===== src/rtl/mdio_pkg.sv =====
`timescale 1ns/1ps
package mdio_pkg;
   localparam int FRAME_W = 32;
   localparam int DATA_W  = 16;
   localparam int REG_W   = 32;

   typedef enum logic [1:0] {
      ADDR_CTRL  = 2'd0,
      ADDR_FRAME = 2'd1,
      ADDR_EVENT = 2'd2,
      ADDR_MASK  = 2'd3
   } reg_addr_e;

   localparam logic [1:0] OP_READ = 2'b10;
endpackage


===== src/rtl/mdio_clkgen.sv =====
`timescale 1ns/1ps
module mdio_clkgen #(
   parameter int DIV_W = 6
) (
   input  logic             clk,
   input  logic             rst_n,
   input  logic             run_i,
   input  logic [DIV_W-1:0] div_i,
   output logic             mdc_o,
   output logic             rise_o,
   output logic             fall_o
);
   logic [DIV_W-1:0] cnt_q;
   logic             mdc_q;
   logic             en;
   logic             wrap;

   assign en   = run_i && (div_i != '0);
   assign wrap = en && (cnt_q >= div_i);

   always_ff @(posedge clk or negedge rst_n) begin
      if (!rst_n) begin
         cnt_q <= '0;
         mdc_q <= 1'b0;
      end else if (!en) begin
         cnt_q <= '0;
         mdc_q <= 1'b0;
      end else if (wrap) begin
         cnt_q <= '0;
         mdc_q <= ~mdc_q;
      end else begin
         cnt_q <= cnt_q + 1'b1;
      end
   end

   assign mdc_o  = mdc_q;
   assign rise_o = wrap && !mdc_q;
   assign fall_o = wrap && mdc_q;

   AST_MDC_IDLE_LOW: assert property (@(posedge clk) disable iff (!rst_n)
      !run_i |=> !mdc_q) else $error("mdc not low while idle");
endmodule


===== src/rtl/mdio_shifter.sv =====
`timescale 1ns/1ps
module mdio_shifter
   import mdio_pkg::*;
#(
   parameter int DIV_W   = 6,
   parameter int HOLD_W  = 3,
   parameter int PRE_LEN = 32
) (
   input  logic               clk,
   input  logic               rst_n,
   input  logic               start_i,
   input  logic [FRAME_W-1:0] frame_i,
   input  logic               pre_off_i,
   input  logic [HOLD_W-1:0]  hold_i,
   input  logic [DIV_W-1:0]   div_i,
   input  logic               mdc_i,
   input  logic               rise_i,
   input  logic               fall_i,
   input  logic               mdio_i,
   output logic               busy_o,
   output logic               mdio_o,
   output logic               mdio_oe_o,
   output logic               done_o,
   output logic               rd_done_o,
   output logic [DATA_W-1:0]  rd_data_o
);
   localparam int IDX_W     = $clog2(FRAME_W);
   localparam int PRE_CW    = (PRE_LEN > 0) ? $clog2(PRE_LEN + 1) : 1;
   localparam int FIRST_DAT = FRAME_W - DATA_W;
   localparam int RELEASE   = FIRST_DAT - 1;

   logic                busy_q;
   logic [FRAME_W-1:0]  fsh_q;
   logic [IDX_W-1:0]    fidx_q;
   logic                rd_q;
   logic                last_q;
   logic                hpend_q;
   logic [HOLD_W-1:0]   hcnt_q;
   logic [DATA_W-1:0]   rsh_q;
   logic                in_pre;
   logic                adv;

   assign adv = busy_q && ((fall_i && (hold_i == '0)) ||
                           (hpend_q && (hcnt_q == HOLD_W'(1))));

   if (PRE_LEN > 0) begin : g_pre
      logic [PRE_CW-1:0] pcnt_q;
      always_ff @(posedge clk or negedge rst_n) begin
         if (!rst_n) pcnt_q <= '0;
         else if (start_i) pcnt_q <= pre_off_i ? '0 : PRE_CW'(PRE_LEN);
         else if (adv && (pcnt_q != '0)) pcnt_q <= pcnt_q - 1'b1;
      end
      assign in_pre = (pcnt_q != '0);
   end else begin : g_nopre
      assign in_pre = 1'b0;
   end

   always_ff @(posedge clk or negedge rst_n) begin
      if (!rst_n) begin
         busy_q  <= 1'b0;
         fsh_q   <= '0;
         fidx_q  <= '0;
         rd_q    <= 1'b0;
         last_q  <= 1'b0;
         hpend_q <= 1'b0;
         hcnt_q  <= '0;
         rsh_q   <= '0;
      end else if (start_i) begin
         busy_q  <= 1'b1;
         fsh_q   <= frame_i;
         fidx_q  <= '0;
         rd_q    <= (frame_i[FRAME_W-3:FRAME_W-4] == OP_READ);
         last_q  <= 1'b0;
         hpend_q <= 1'b0;
      end else if (busy_q) begin
         if (rise_i && !in_pre) begin
            if (fidx_q == IDX_W'(FRAME_W - 1)) last_q <= 1'b1;
            if (rd_q && (fidx_q >= IDX_W'(FIRST_DAT)))
               rsh_q <= {rsh_q[DATA_W-2:0], mdio_i};
         end
         if (fall_i && (hold_i != '0)) begin
            hpend_q <= 1'b1;
            hcnt_q  <= hold_i;
         end else if (hpend_q) begin
            if (hcnt_q == HOLD_W'(1)) hpend_q <= 1'b0;
            else                      hcnt_q  <= hcnt_q - 1'b1;
         end
         if (adv) begin
            if (last_q) begin
               busy_q <= 1'b0;
            end else if (!in_pre) begin
               fsh_q  <= fsh_q << 1;
               fidx_q <= fidx_q + 1'b1;
            end
         end
      end
   end

   assign busy_o    = busy_q;
   assign done_o    = adv && last_q;
   assign rd_done_o = adv && last_q && rd_q;
   assign rd_data_o = rsh_q;
   assign mdio_o    = busy_q ? (in_pre ? 1'b1 : fsh_q[FRAME_W-1]) : 1'b1;
   assign mdio_oe_o = busy_q && !(rd_q && !in_pre && (fidx_q >= IDX_W'(RELEASE)));

   AST_MDIO_STEADY_HIGH: assert property (@(posedge clk) disable iff (!rst_n)
      (busy_q && mdc_i && $past(mdc_i) && (32'(hold_i) <= 32'(div_i)))
      |-> $stable(mdio_o)) else $error("mdio moved while mdc high");
   AST_WRITE_DRIVEN: assert property (@(posedge clk) disable iff (!rst_n)
      (busy_q && !rd_q) |-> mdio_oe_o) else $error("write frame released");
endmodule


===== src/rtl/mdio_event.sv =====
`timescale 1ns/1ps
module mdio_event (
   input  logic clk,
   input  logic rst_n,
   input  logic set_i,
   input  logic clr_i,
   input  logic mask_wr_i,
   input  logic mask_d_i,
   output logic flag_o,
   output logic mask_o,
   output logic irq_o
);
   logic flag_q;
   logic mask_q;

   always_ff @(posedge clk or negedge rst_n) begin
      if (!rst_n)     flag_q <= 1'b0;
      else if (set_i) flag_q <= 1'b1;
      else if (clr_i) flag_q <= 1'b0;
   end

   always_ff @(posedge clk or negedge rst_n) begin
      if (!rst_n)         mask_q <= 1'b0;
      else if (mask_wr_i) mask_q <= mask_d_i;
   end

   assign flag_o = flag_q;
   assign mask_o = mask_q;
   assign irq_o  = flag_q & mask_q;

   AST_FLAG_ON_DONE: assert property (@(posedge clk) disable iff (!rst_n)
      set_i |=> flag_q) else $error("done did not set flag");
   AST_W1C_CLEARS: assert property (@(posedge clk) disable iff (!rst_n)
      (clr_i && !set_i) |=> !flag_q) else $error("clear ignored");
endmodule


===== src/rtl/mdio_mgmt_master.sv =====
`timescale 1ns/1ps
module mdio_mgmt_master
   import mdio_pkg::*;
#(
   parameter int DIV_W   = 6,
   parameter int HOLD_W  = 3,
   parameter int PRE_LEN = 32
) (
   input  logic        clk,
   input  logic        rst_n,
   input  logic        reg_wr_i,
   input  logic [1:0]  reg_addr_i,
   input  logic [31:0] reg_wdata_i,
   output logic [31:0] reg_rdata_o,
   output logic        mdc_o,
   output logic        mdio_o,
   output logic        mdio_oe_o,
   input  logic        mdio_i,
   output logic        irq_o
);
   localparam int PRE_BIT  = DIV_W + 1;
   localparam int SPD_W    = DIV_W + 2;
   localparam int HOLD_LSB = DIV_W + 2;
   localparam int CTRL_W   = HOLD_LSB + HOLD_W;

   initial begin
      assert (DIV_W >= 1) else $error("DIV_W must be at least 1");
      assert (HOLD_W >= 1) else $error("HOLD_W must be at least 1");
      assert (CTRL_W <= REG_W) else $error("control fields exceed register");
      assert (PRE_LEN < 64) else $error("PRE_LEN too large");
   end

   logic [CTRL_W-1:0]  ctrl_q;
   logic [FRAME_W-1:0] frame_q;
   logic               busy, done, rd_done, flag, mask;
   logic [DATA_W-1:0]  rd_data;
   logic               rise, fall, mdc;
   logic               wr_ctrl, wr_frame, wr_event, wr_mask;
   logic               start_frame, start_ctrl, start;
   logic [SPD_W-1:0]   speed_cur, speed_new;

   assign wr_ctrl  = reg_wr_i && (reg_addr_i == ADDR_CTRL);
   assign wr_frame = reg_wr_i && (reg_addr_i == ADDR_FRAME);
   assign wr_event = reg_wr_i && (reg_addr_i == ADDR_EVENT);
   assign wr_mask  = reg_wr_i && (reg_addr_i == ADDR_MASK);

   assign speed_cur = ctrl_q[SPD_W-1:0];
   assign speed_new = reg_wdata_i[SPD_W-1:0];

   assign start_frame = wr_frame && !busy && (speed_cur != '0);
   assign start_ctrl  = wr_ctrl && !busy && (frame_q != '0) &&
                        (speed_cur == '0) && (speed_new != '0);
   assign start       = start_frame || start_ctrl;

   always_ff @(posedge clk or negedge rst_n) begin
      if (!rst_n)       ctrl_q <= '0;
      else if (wr_ctrl) ctrl_q <= reg_wdata_i[CTRL_W-1:0];
   end

   always_ff @(posedge clk or negedge rst_n) begin
      if (!rst_n)                  frame_q <= '0;
      else if (wr_frame && !busy)  frame_q <= reg_wdata_i;
      else if (rd_done)            frame_q[DATA_W-1:0] <= rd_data;
   end

   mdio_clkgen #(.DIV_W(DIV_W)) clkgen_i (
      .clk    (clk),
      .rst_n  (rst_n),
      .run_i  (busy),
      .div_i  (ctrl_q[DIV_W:1]),
      .mdc_o  (mdc),
      .rise_o (rise),
      .fall_o (fall)
   );

   mdio_shifter #(.DIV_W(DIV_W), .HOLD_W(HOLD_W), .PRE_LEN(PRE_LEN)) shifter_i (
      .clk       (clk),
      .rst_n     (rst_n),
      .start_i   (start),
      .frame_i   (start_frame ? reg_wdata_i : frame_q),
      .pre_off_i (start_ctrl ? reg_wdata_i[PRE_BIT] : ctrl_q[PRE_BIT]),
      .hold_i    (ctrl_q[HOLD_LSB +: HOLD_W]),
      .div_i     (ctrl_q[DIV_W:1]),
      .mdc_i     (mdc),
      .rise_i    (rise),
      .fall_i    (fall),
      .mdio_i    (mdio_i),
      .busy_o    (busy),
      .mdio_o    (mdio_o),
      .mdio_oe_o (mdio_oe_o),
      .done_o    (done),
      .rd_done_o (rd_done),
      .rd_data_o (rd_data)
   );

   mdio_event event_i (
      .clk       (clk),
      .rst_n     (rst_n),
      .set_i     (done),
      .clr_i     (wr_event && reg_wdata_i[0]),
      .mask_wr_i (wr_mask),
      .mask_d_i  (reg_wdata_i[0]),
      .flag_o    (flag),
      .mask_o    (mask),
      .irq_o     (irq_o)
   );

   assign mdc_o = mdc;

   always_comb begin
      unique case (reg_addr_i)
         ADDR_CTRL:  reg_rdata_o = {{(REG_W - CTRL_W){1'b0}}, ctrl_q};
         ADDR_FRAME: reg_rdata_o = frame_q;
         ADDR_EVENT: reg_rdata_o = {{(REG_W - 2){1'b0}}, busy, flag};
         default:    reg_rdata_o = {{(REG_W - 1){1'b0}}, mask};
      endcase
   end

   AST_BUSY_FROM_WRITE: assert property (@(posedge clk) disable iff (!rst_n)
      $rose(busy) |-> $past(reg_wr_i && !reg_addr_i[1]))
      else $error("transaction began without a launching write");
   AST_FRAME_LOCKED: assert property (@(posedge clk) disable iff (!rst_n)
      (wr_frame && busy && !rd_done) |=> $stable(frame_q))
      else $error("frame changed while busy");
endmodule


===== config.mk =====
export PLATFORM = sky130hd
export DESIGN_NAME = mdio_mgmt_master
export DESIGN_NICKNAME = d
export VERILOG_FILES = /design/src/rtl/mdio_pkg.sv /design/src/rtl/mdio_clkgen.sv /design/src/rtl/mdio_shifter.sv /design/src/rtl/mdio_event.sv /design/src/rtl/mdio_mgmt_master.sv
export SDC_FILE = /design/constraint.sdc
export NUM_CORES = 1
export LEC_CHECK = 0
export BUFFER_PORTS_ARGS = -buffer_cell sky130_fd_sc_hd__clkbuf_2
export CAP_MARGIN = 0
export CORE_MARGIN = 1
export CORE_UTILIZATION = 52
export DETAILED_ROUTE_END_ITERATION = 12
export PLACE_DENSITY = 0.86
export SLEW_MARGIN = 30
export SYNTH_ARGS = -nofsm -noshare
export SYNTH_HDL_FRONTEND = slang
export SYNTH_HIERARCHICAL = 1
export SYNTH_SLANG_ARGS = --single-unit
export TNS_END_PERCENT = 1

===== constraint.sdc =====
create_clock -name clk -period 3.7 [get_ports clk]
set_clock_uncertainty 0.1 [all_clocks]
set_input_delay 0.37 -clock clk [delete_from_list [all_inputs] [get_ports clk]]
set_output_delay 0.37 -clock clk [all_outputs]
set_load 0.02 [all_outputs]

# [Word-level counts from Yosys, hierarchy flattened]
# Index checks and enable logic that the tools add are counted.
[word_totals] register_bits=118 inputBits=38 out_inout_bits=36 elab_cells=132
[classes] addsub=4 order_cmp=3 eq_ne=10 n_mux=42 n_bitwise=3 n_reduce_logical=54
[ops] cell="$mux W32" n=6
[ops] cell="$pmux W32 S3" n=1
[ops] cell="$mux W16" n=2
[ops] cell="$reduce_bool A32 Y1" n=1
[ops] cell="$mux W6" n=5
[ops] cell="$logic_and A1 B1 Y1" n=27
[ops] cell="$mux W5" n=5
[ops] cell="$mux W1" n=20
[ops] cell="$reduce_bool A2 Y1" n=8
[ops] cell="$reduce_bool A8 Y1" n=2
[ops] cell="$reduce_and A4 Y1" n=3
[ops] cell="$reduce_bool A6 Y1" n=2
[ops] cell="$mux W3" n=3
[ops] cell="$logic_not A8 Y1" n=1
[ops] cell="$add A6 B1 Y6 const B" n=1
[ops] cell="$eq A2 B2 Y1 const B" n=3
[ops] cell="$ge A6 B6 Y1" n=1
[ops] cell="$sub A6 B1 Y6 const B" n=1
[ops] cell="$add A5 B1 Y5 const B" n=1
[ops] cell="$eq A5 B5 Y1 const B" n=1
[ops] cell="$ge A5 B4 Y1 const B" n=1
[ops] cell="$ge A5 B5 Y1 const B" n=1
[ops] cell="$logic_not A1 Y1" n=4
[ops] cell="$ne A2 B1 Y1 const B" n=2
[ops] cell="11 further kinds" n=14

# [Longest topological paths before layout]
# Gate-level depths: netlist (run 1).
[depth] word_depth=11 mapped_depth=14 depth_no_buf=12

# [Modules after synthesis]
# The synthesis (run 1) kept the hierarchy.
[modules_own_cells] module="mdio_shifter" instances=1 cells_per_inst=286 area_per_inst_um2=3173.0 seq_area_each_um2=1651.6
[modules_own_cells] module="mdio_mgmt_master" instances=1 cells_per_inst=237 area_per_inst_um2=2768.9 seq_area_each_um2=1076.0
[modules_own_cells] module="mdio_clkgen" instances=1 cells_per_inst=51 area_per_inst_um2=494.2 seq_area_each_um2=175.2
[modules_own_cells] module="mdio_event" instances=1 cells_per_inst=6 area_per_inst_um2=82.6 seq_area_each_um2=50.0

# [Least setup slack after synthesis (run 1)]
# No wires, ideal clock.
[synth_timing] path_kind="register to register" from="reg ctrl_q[6]" to="reg frame_q[4]" setup_ns=0.132 t_arrival_ns=3.171 required_time_ns=3.468 setup_slack_ns=0.297 path_stages_with_launch=15 n_path_buf=2 period_less_slack_ns=3.403 cell_sequence="dfrtp_1 > inv_1 > ha_1 > nand2_1 > o21a_1 > o21a_1 > and3b_1 > or4b_4 > nand2_1 > and3_1 > and2_1 > buf_2 > buf_1 > mux2i_1 > o21ai_1"
[synth_via] elab_chain_len=10 elab_cells_between_ends=11 classes_between="order compare (1); reduce/logical (10)"
[synth_rtl] item="start: declaration" line_no="mdio_mgmt_master.sv:33" rtl="logic [CTRL_W-1:0] ctrl_q;"
[synth_rtl] item="start signal: assignment" line_no="mdio_mgmt_master.sv:57" rtl="else if (wr_ctrl) ctrl_q <= reg_wdata_i[CTRL_W-1:0];"
[synth_rtl] item="branches (longest 2 deep; another with $ge A6 B6 Y1)"
[synth_rtl] item="$logic_and A1 B1 Y1 *" line_no="mdio_clkgen.sv:19" rtl="assign wrap = en && (cnt_q >= div_i);"
[synth_rtl] item="$logic_and A1 B1 Y1 *" line_no="mdio_clkgen.sv:38" rtl="assign fall_o = wrap && mdc_q;"
[synth_rtl] item="named net fall" line_no="mdio_mgmt_master.sv:37" rtl="logic rise, fall, mdc;"
[synth_rtl] item="$logic_and A1 B1 Y1 *" line_no="mdio_shifter.sv:43" rtl="assign adv = busy_q && ((fall_i && (hold_i == '0)) ||"
[synth_rtl] item="$logic_or A1 B1 Y1 *" line_no="mdio_shifter.sv:43"
[synth_rtl] item="$logic_and A1 B1 Y1 *" line_no="mdio_shifter.sv:43"
[synth_rtl] item="$logic_and A1 B1 Y1 *"
[synth_rtl] item="named net done" line_no="mdio_mgmt_master.sv:35" rtl="logic busy, done, rd_done, flag, mask;"
[synth_rtl] item="$logic_and A1 B1 Y1 *" line_no="mdio_shifter.sv:101" rtl="assign rd_done_o = adv && last_q && rd_q;"
[synth_rtl] item="named net rd_done" line_no="mdio_mgmt_master.sv:35"
[synth_rtl] item="$reduce_bool A2 Y1 (no line) *"
[synth_rtl] item="end signal: assignment" line_no="mdio_mgmt_master.sv:62" rtl="else if (wr_frame && !busy) frame_q <= reg_wdata_i;"
[synth_rtl] item="end signal: indexed assignment" line_no="mdio_mgmt_master.sv:63" rtl="else if (rd_done) frame_q[DATA_W-1:0] <= rd_data;"
[synth_rtl] item="end: declaration" line_no="mdio_mgmt_master.sv:34" rtl="logic [FRAME_W-1:0] frame_q;"
# Mark *: on every way through the listed nets, which the timed path passes.
# A chain may end at the register's enable or synchronous reset.

# [Final worst setup path (run 1)]
[layout_timing] from="reg ctrl_q[5]" to="reg frame_q[5]"
# The elaborated chain is that of the path after synthesis.

==> run metrics, run 1 <==
run status=complete, no violations; Logic pwr share=29.7%; Max Slew Vio Count=0; Sequential Power Share=40.1%; top cells by count, synth=dfrtp_1 (118), mux2i_1 (62), nand2_1 (57), o21ai_1 (48), mux2_1 (32); startpoint types=flop; Peak supply drop=0.416 mV; fin cells=833; Setup CP Type=reg -> reg; CTS tree=done; DIE AREA=13000 µm²; Worst setup EP type=flop; net total in the final layout=704; Hold Fails Final Rpt=0; gr usage total=26.2%; total iterations of the first detailed-routing run=5; Final ANT Viol Nets=0; Worst-Skew Late Latency=0.42 ns; post-synth cell types=68; total negative slack=0 ns; vias per cell=5.89; Clock Power Share=30.3%; number of antenna diodes=0; GPL Wtd Cong=0.855; Post-synth ARST share=100%; most instantiated library cell after synthesis=dfrtp_1; total number of vias=4910; Crit Path Max Fanout=16; Die X-Extent=114 µm; PortBufs=73; routed wire length=16200 µm; synthesized area=6520 µm²; number of global-route vias before repair=5016; drt initial violations=445; Leakage=3.45 nW; global-route wire length before repair=25800 µm; Clk pin slew, worst setup/hold paths=0.06 ns; number of flops mapped to enable cells by yosys=0; setup violators final=0; period utilisation layout=94.1%; worst endpoint required time=3.87 ns; Die H=114 µm; HPWL after DPL=10700 µm; total power=5.66 mW; largest area contributor in the netlist=dfrtp_1; drt wl/cell=19.4 µm; sw power=1.97 mW; share of layout cells above drive strength 1=27.1%; Pwr Density=741 nW/µm²; initial core utilization=53.8%; largest net degree at the start of global routing=73; unrepaired setup endpoints after global routing=no; Max Cap Viol=0; WP data arrival=3.65 ns; residual DRC count=0; Worst slew margin=48.0%; Area Overhead vs Synth=17.3%; initial antenna violation count=0; # rows=40; CTS Root Cell=clkbuf_16; Int Pwr=3.70 mW; Highest Clock Rate=287 MHz; core area=12100 µm²; share of the synthesized area in the top cell type=45.3%; ys flop type=dfrtp_1; Slew @ Worst Pin=0.774 ns; post-synth net total=632; final worst path period need=3.48 ns; register bit total from synthesis=118; cts bufs inserted=17; # IOs=74; synth top area cells=dfrtp_1 (45%), mux2i_1 (9.5%), mux2_4 (6.9%); clock buffer depth=2; sw frac=34.7%; htree depth=4; clock tree sinks=118; register area share after synthesis=45.3%; dpl cells=800; average size of a mapped cell=11.2 µm²; Synth Warn #=6; Remaining Overflow, GRT=0; Hold Path Class=in -> reg; Post-Syn Instances=580
## sequential cells by signal (all words and copies together), names as in the netlist
| signal | flops |
|---|---|
| frame_q | 32 |
| shifter_i/fsh_q | 32 |
| shifter_i/rd_data_o | 16 |
| ctrl_q | 11 |
| clkgen_i/cnt_q | 6 |
| shifter_i/g_pre.pcnt_q | 6 |
| shifter_i/fidx_q | 5 |
| shifter_i/hcnt_q | 3 |
| clkgen_i/mdc_o | 1 |
| event_i/flag_o | 1 |
| event_i/mask_o | 1 |
| shifter_i/busy_o | 1 |
| shifter_i/hpend_q | 1 |
| shifter_i/last_q | 1 |
| shifter_i/rd_q | 1 |
## power by group through the flow
stage | logic [mW] | registers [mW] | clock network [mW]
final | 1.68 | 2.27 | 1.71
after global routing | 1.83 | 2.32 | 1.79
after global placement | 1.54 | 2.22 | 0
after CTS | 1.68 | 2.26 | 1.72
after detailed placement | 1.63 | 2.26 | 0
after floorplan | 1.28 | 2.07 | 0
## metal layers
| metal | GRT usage, % | wire length (µm) | share of wire [%] |
|---|---|---|---|
| met5 | 0 | 0 | 0 |
| met4 | 13.9 | 650 | 4.0 |
| met3 | 5.58 | 893 | 5.5 |
| met2 | 43.8 | 8310 | 51 |
| met1 | 31.9 | 6320 | 39 |
## metrics by stage
stage / utilization [%] / worst slack [ns] / cell area [µm²] / hold slack [ns]
global route: 63.1 / 0.0483 / 7650 / 0.0889
global placement: 57.9 / 0.507 / 7010 / 0.375
detailed placement: 57.9 / 0.408 / 7010 / 0.392
floorplan: - / 0.297 / 6520 / -0.0256
finish: 63.1 / 0.220 / 7650 / 0.0914
CTS: 63.0 / 0.258 / 7630 / 0.0259
## worst max-delay path: stages (launching register included)
cell and delay, ns:
dfrtp_1 0.43, inv_1 0.09, ha_1 0.32, nand2_1 0.07
o21a_1 0.22, o21a_1 0.16, and3b_1 0.28, or4b_4 0.50
nand2_1 0.16, and3_1 0.20, and2_1 0.13, buf_4 0.29
mux2i_1 0.27, o21ai_1 0.10
## cells in the final DEF, fill, tap and decap left out, types with 5 or more instances in the layout
cell,synthesis,routed
a21oi_1,10,10
and2_1,23,23
and3_1,5,5
buf_4,2,11
clkbuf_16,0,17
clkbuf_2,0,72
dfrtp_1,118,118
ha_1,14,14
inv_1,16,16
mux2_1,32,32
mux2_2,14,14
mux2_4,30,30
mux2i_1,62,62
nand2_1,57,57
nand2b_1,7,7
nand3b_1,5,5
nor2_1,25,25
nor4_1,10,10
o21ai_1,48,48
## path summary, 6_finish.rpt
kind / start / to / slack (ns) / cells after the start
min in group asynchronous: rst_n / frame_q[19] / 0.44 / 2
setup reg to reg: ctrl_q[5] / frame_q[5] / 0.22 / 13
max in group asynchronous: rst_n / shifter_i/rd_data_o[9] / 2.27 / 3
hold reg to reg: clkgen_i/cnt_q[0] / clkgen_i/cnt_q[0] / 0.39 / 1
hold / removal: reg_wdata_i[14] / frame_q[14] / 0.09 / 3
setup / recovery: ctrl_q[5] / frame_q[5] / 0.22 / 13
## layout make-up
class / instances / area (µm²)
clock inverters: 13 / 170
well taps: 168 / 210
multi-input cells: 413 / 3320
clock buffers: 19 / 453
repair buffers: 86 / 484
inverters: 16 / 60.1
flip-flops and latches: 118 / 2950
fillers: 899 / 4460
## repair_timing
item	CTS	global route
setup buffers	0	0
gates resized for setup	0	0
endpoints found under the setup margin	0	0
hold buffers	0	1
hold endpoints to repair	0	70
## cells by family (layout without fill, tap and decap cells)
| logic type | count (synthesis) | in the layout | share of synthesized area [%] |
|---|---|---|---|
| buffers and inverters | 49 | 134 | 4.13 |
| AO/OA/AOI/OAI | 90 | 90 | 8.69 |
| XOR/XNOR | 6 | 6 | 0.806 |
| multiplexers | 139 | 139 | 24.7 |
| flip-flops | 118 | 118 | 45.3 |
| adder cells (fa/ha/maj) | 14 | 14 | 2.69 |
| AND/OR/NAND/NOR | 164 | 164 | 13.7 |
No activity file was read; power rests on OpenSTA's default activity.
==> run 2, diff against run 1 <==
--- a/config.mk
+++ b/config.mk
@@ -7,10 +7,11 @@
 export LEC_CHECK = 0
 export BUFFER_PORTS_ARGS = -buffer_cell sky130_fd_sc_hd__clkbuf_2
 export CAP_MARGIN = 0
+export CORE_ASPECT_RATIO = 0.9
 export CORE_MARGIN = 1
 export CORE_UTILIZATION = 52
 export DETAILED_ROUTE_END_ITERATION = 12
-export PLACE_DENSITY = 0.86
+export PLACE_DENSITY_LB_ADDON = 0.12
 export SLEW_MARGIN = 30
 export SYNTH_ARGS = -nofsm -noshare
 export SYNTH_HDL_FRONTEND = slang
==> run metrics, run 2 (same netlist as run 1, synthesis figures left out) <==
worst endpoint required time=3.89 ns; initial antenna violation count=0; clock tree sinks=118; CTS Root Cell=clkbuf_16; gr usage total=25.1%; routed wire length=15200 µm; unrepaired setup endpoints after global routing=no; total iterations of the first detailed-routing run=4; Resize count post-CTS=0; DIE AREA=13000 µm²; commonest non-fill, non-tap cell in the layout=dfrtp_1; Top delay family on crit path=compound AO/OA/AOI/OAI gates; Setup CP Type=reg -> reg; number of global-route vias before repair=4666; CTS Hold Bufs=1; HPWL after DPL=10400 µm; total power=5.80 mW; Leakage=3.48 nW; Hold Path Class=in -> reg; drt wl/cell=18.5 µm; PortBufs=73; Max Slew Vio Count=0; Clk pin slew, worst setup/hold paths=0.05 ns; global-route wire length before repair=24400 µm; htree depth=4; # IOs=74; fillers=971; Final ANT Viol Nets=0; Remaining Overflow, GRT=0; largest net degree at the start of global routing=67; Max Cap Viol=0; Peak supply drop=0.405 mV; net total in the final layout=702; Highest Clock Rate=297 MHz; WHS=0.0857 ns; # rows=38; total number of vias=4670; cell area after placement=7000 µm²; setup violators final=0; Crit Path Max Fanout=39; cts bufs inserted=17; Hold Fails Final Rpt=0; final worst path period need=3.37 ns; CTS tree=done; run status=complete, no violations; share of layout cells above drive strength 1=26.4%; Die H=108 µm; drt initial violations=338; core area=12100 µm²; Area Overhead vs Synth=17.9%; residual DRC count=0; Worst path slowest cell=or4b_4; most used cell along the critical path=o21a_1; Die X-Extent=120 µm; Worst slew margin=48.4%; Post-CTS Setup Inserts=0; startpoint types=flop; Crit path largest cell delay=0.50 ns; post-route cell area=7690 µm²; most frequent cells in the layout=dfrtp_1 (118), clkbuf_2 (72), mux2i_1 (62); Slew @ Worst Pin=0.767 ns; CP bufs+invs=2; multi-input logic area=3320 µm²; CP Cell Sequence=inv_1, ha_1, nand2_1, o21a_1, o21a_1, and3b_1, or4b_4, a2111oi_4, buf_12, mux2i_1, o21ai_1; number of antenna diodes=0; total negative slack=0 ns; initial core utilization=53.8%; period utilisation layout=91.0%; Register Area=2950 µm²; WP data arrival=3.55 ns; GPL Wtd Cong=0.838; Pwr Density=754 nW/µm²; clock buffer depth=2; Layout Utilization=63.4%; Worst setup EP type=flop; Worst-Skew Late Latency=0.42 ns; vias per cell=5.68
[run 2: changes by cell type in the layout (fill, tap and decap cells not counted), sizes merged]
cell	previous run	this run
clkbuf	91	95
bufinv	3	6
clkinv	4	1
inv	19	16
buf	13	11
clkinvlp	3	1
[run 2: final timing paths]
kind / to / from / slack, ns / depth (start not counted)
min in group asynchronous: clkgen_i/cnt_q[2] / rst_n / 0.43 / 2
min reg2reg: clkgen_i/cnt_q[0] / clkgen_i/cnt_q[0] / 0.38 / 1
max in group asynchronous: shifter_i/fsh_q[18] / rst_n / 2.28 / 3
min: shifter_i/rd_data_o[0] / mdio_i / 0.09 / 2
max reg2reg: shifter_i/fsh_q[12] / ctrl_q[6] / 0.33 / 11
max: shifter_i/fsh_q[12] / ctrl_q[6] / 0.33 / 11
[run 2: where the power goes]
part           internal [mW]  switching [mW]
clock                   1.33           0.579
combinational          0.823           0.828
sequential              1.77           0.470
total                   3.92            1.88
[run 2: worst register-to-register path, cell delays in order, from the launching register on]
cell and delay (ns):
dfrtp_1 0.41, inv_1 0.07, ha_1 0.32, nand2_1 0.06, o21a_1 0.20, o21a_1 0.16
and3b_1 0.29, or4b_4 0.50, a2111oi_4 0.43, buf_12 0.31, mux2i_1 0.27, o21ai_1 0.09
[run 2: cell type report]
| cell class | count | share of cell area, % |
|---|---|---|
| Multi-Input combinational cell | 413 | 43.1 |
| Sequential cell | 118 | 38.4 |
| Clock buffer | 23 | 6.35 |
| Timing Repair Buffer | 84 | 6.22 |
| Tap cell | 160 | 2.60 |
| Clock inverter | 8 | 2.51 |
| Inverter | 16 | 0.781 |
[run 2: per-layer routing]
layer | vias to the layer above | share of wire [%] | GRT usage, %
met5 | - | 0 | 0
met4 | 0 | 1.5 | 9.29
met3 | 21 | 4.8 | 6.01
met2 | 103 | 47 | 39.2
met1 | 2339 | 46 | 34.1
li1 | 2207 | - | -
[run 2: stage by stage]
step	std cells	setup slack, ns
floorplan	580	0.297
global route	822	0.194
finish	822	0.333
detailed placement	790	0.412
CTS	822	0.368
global placement	790	0.479
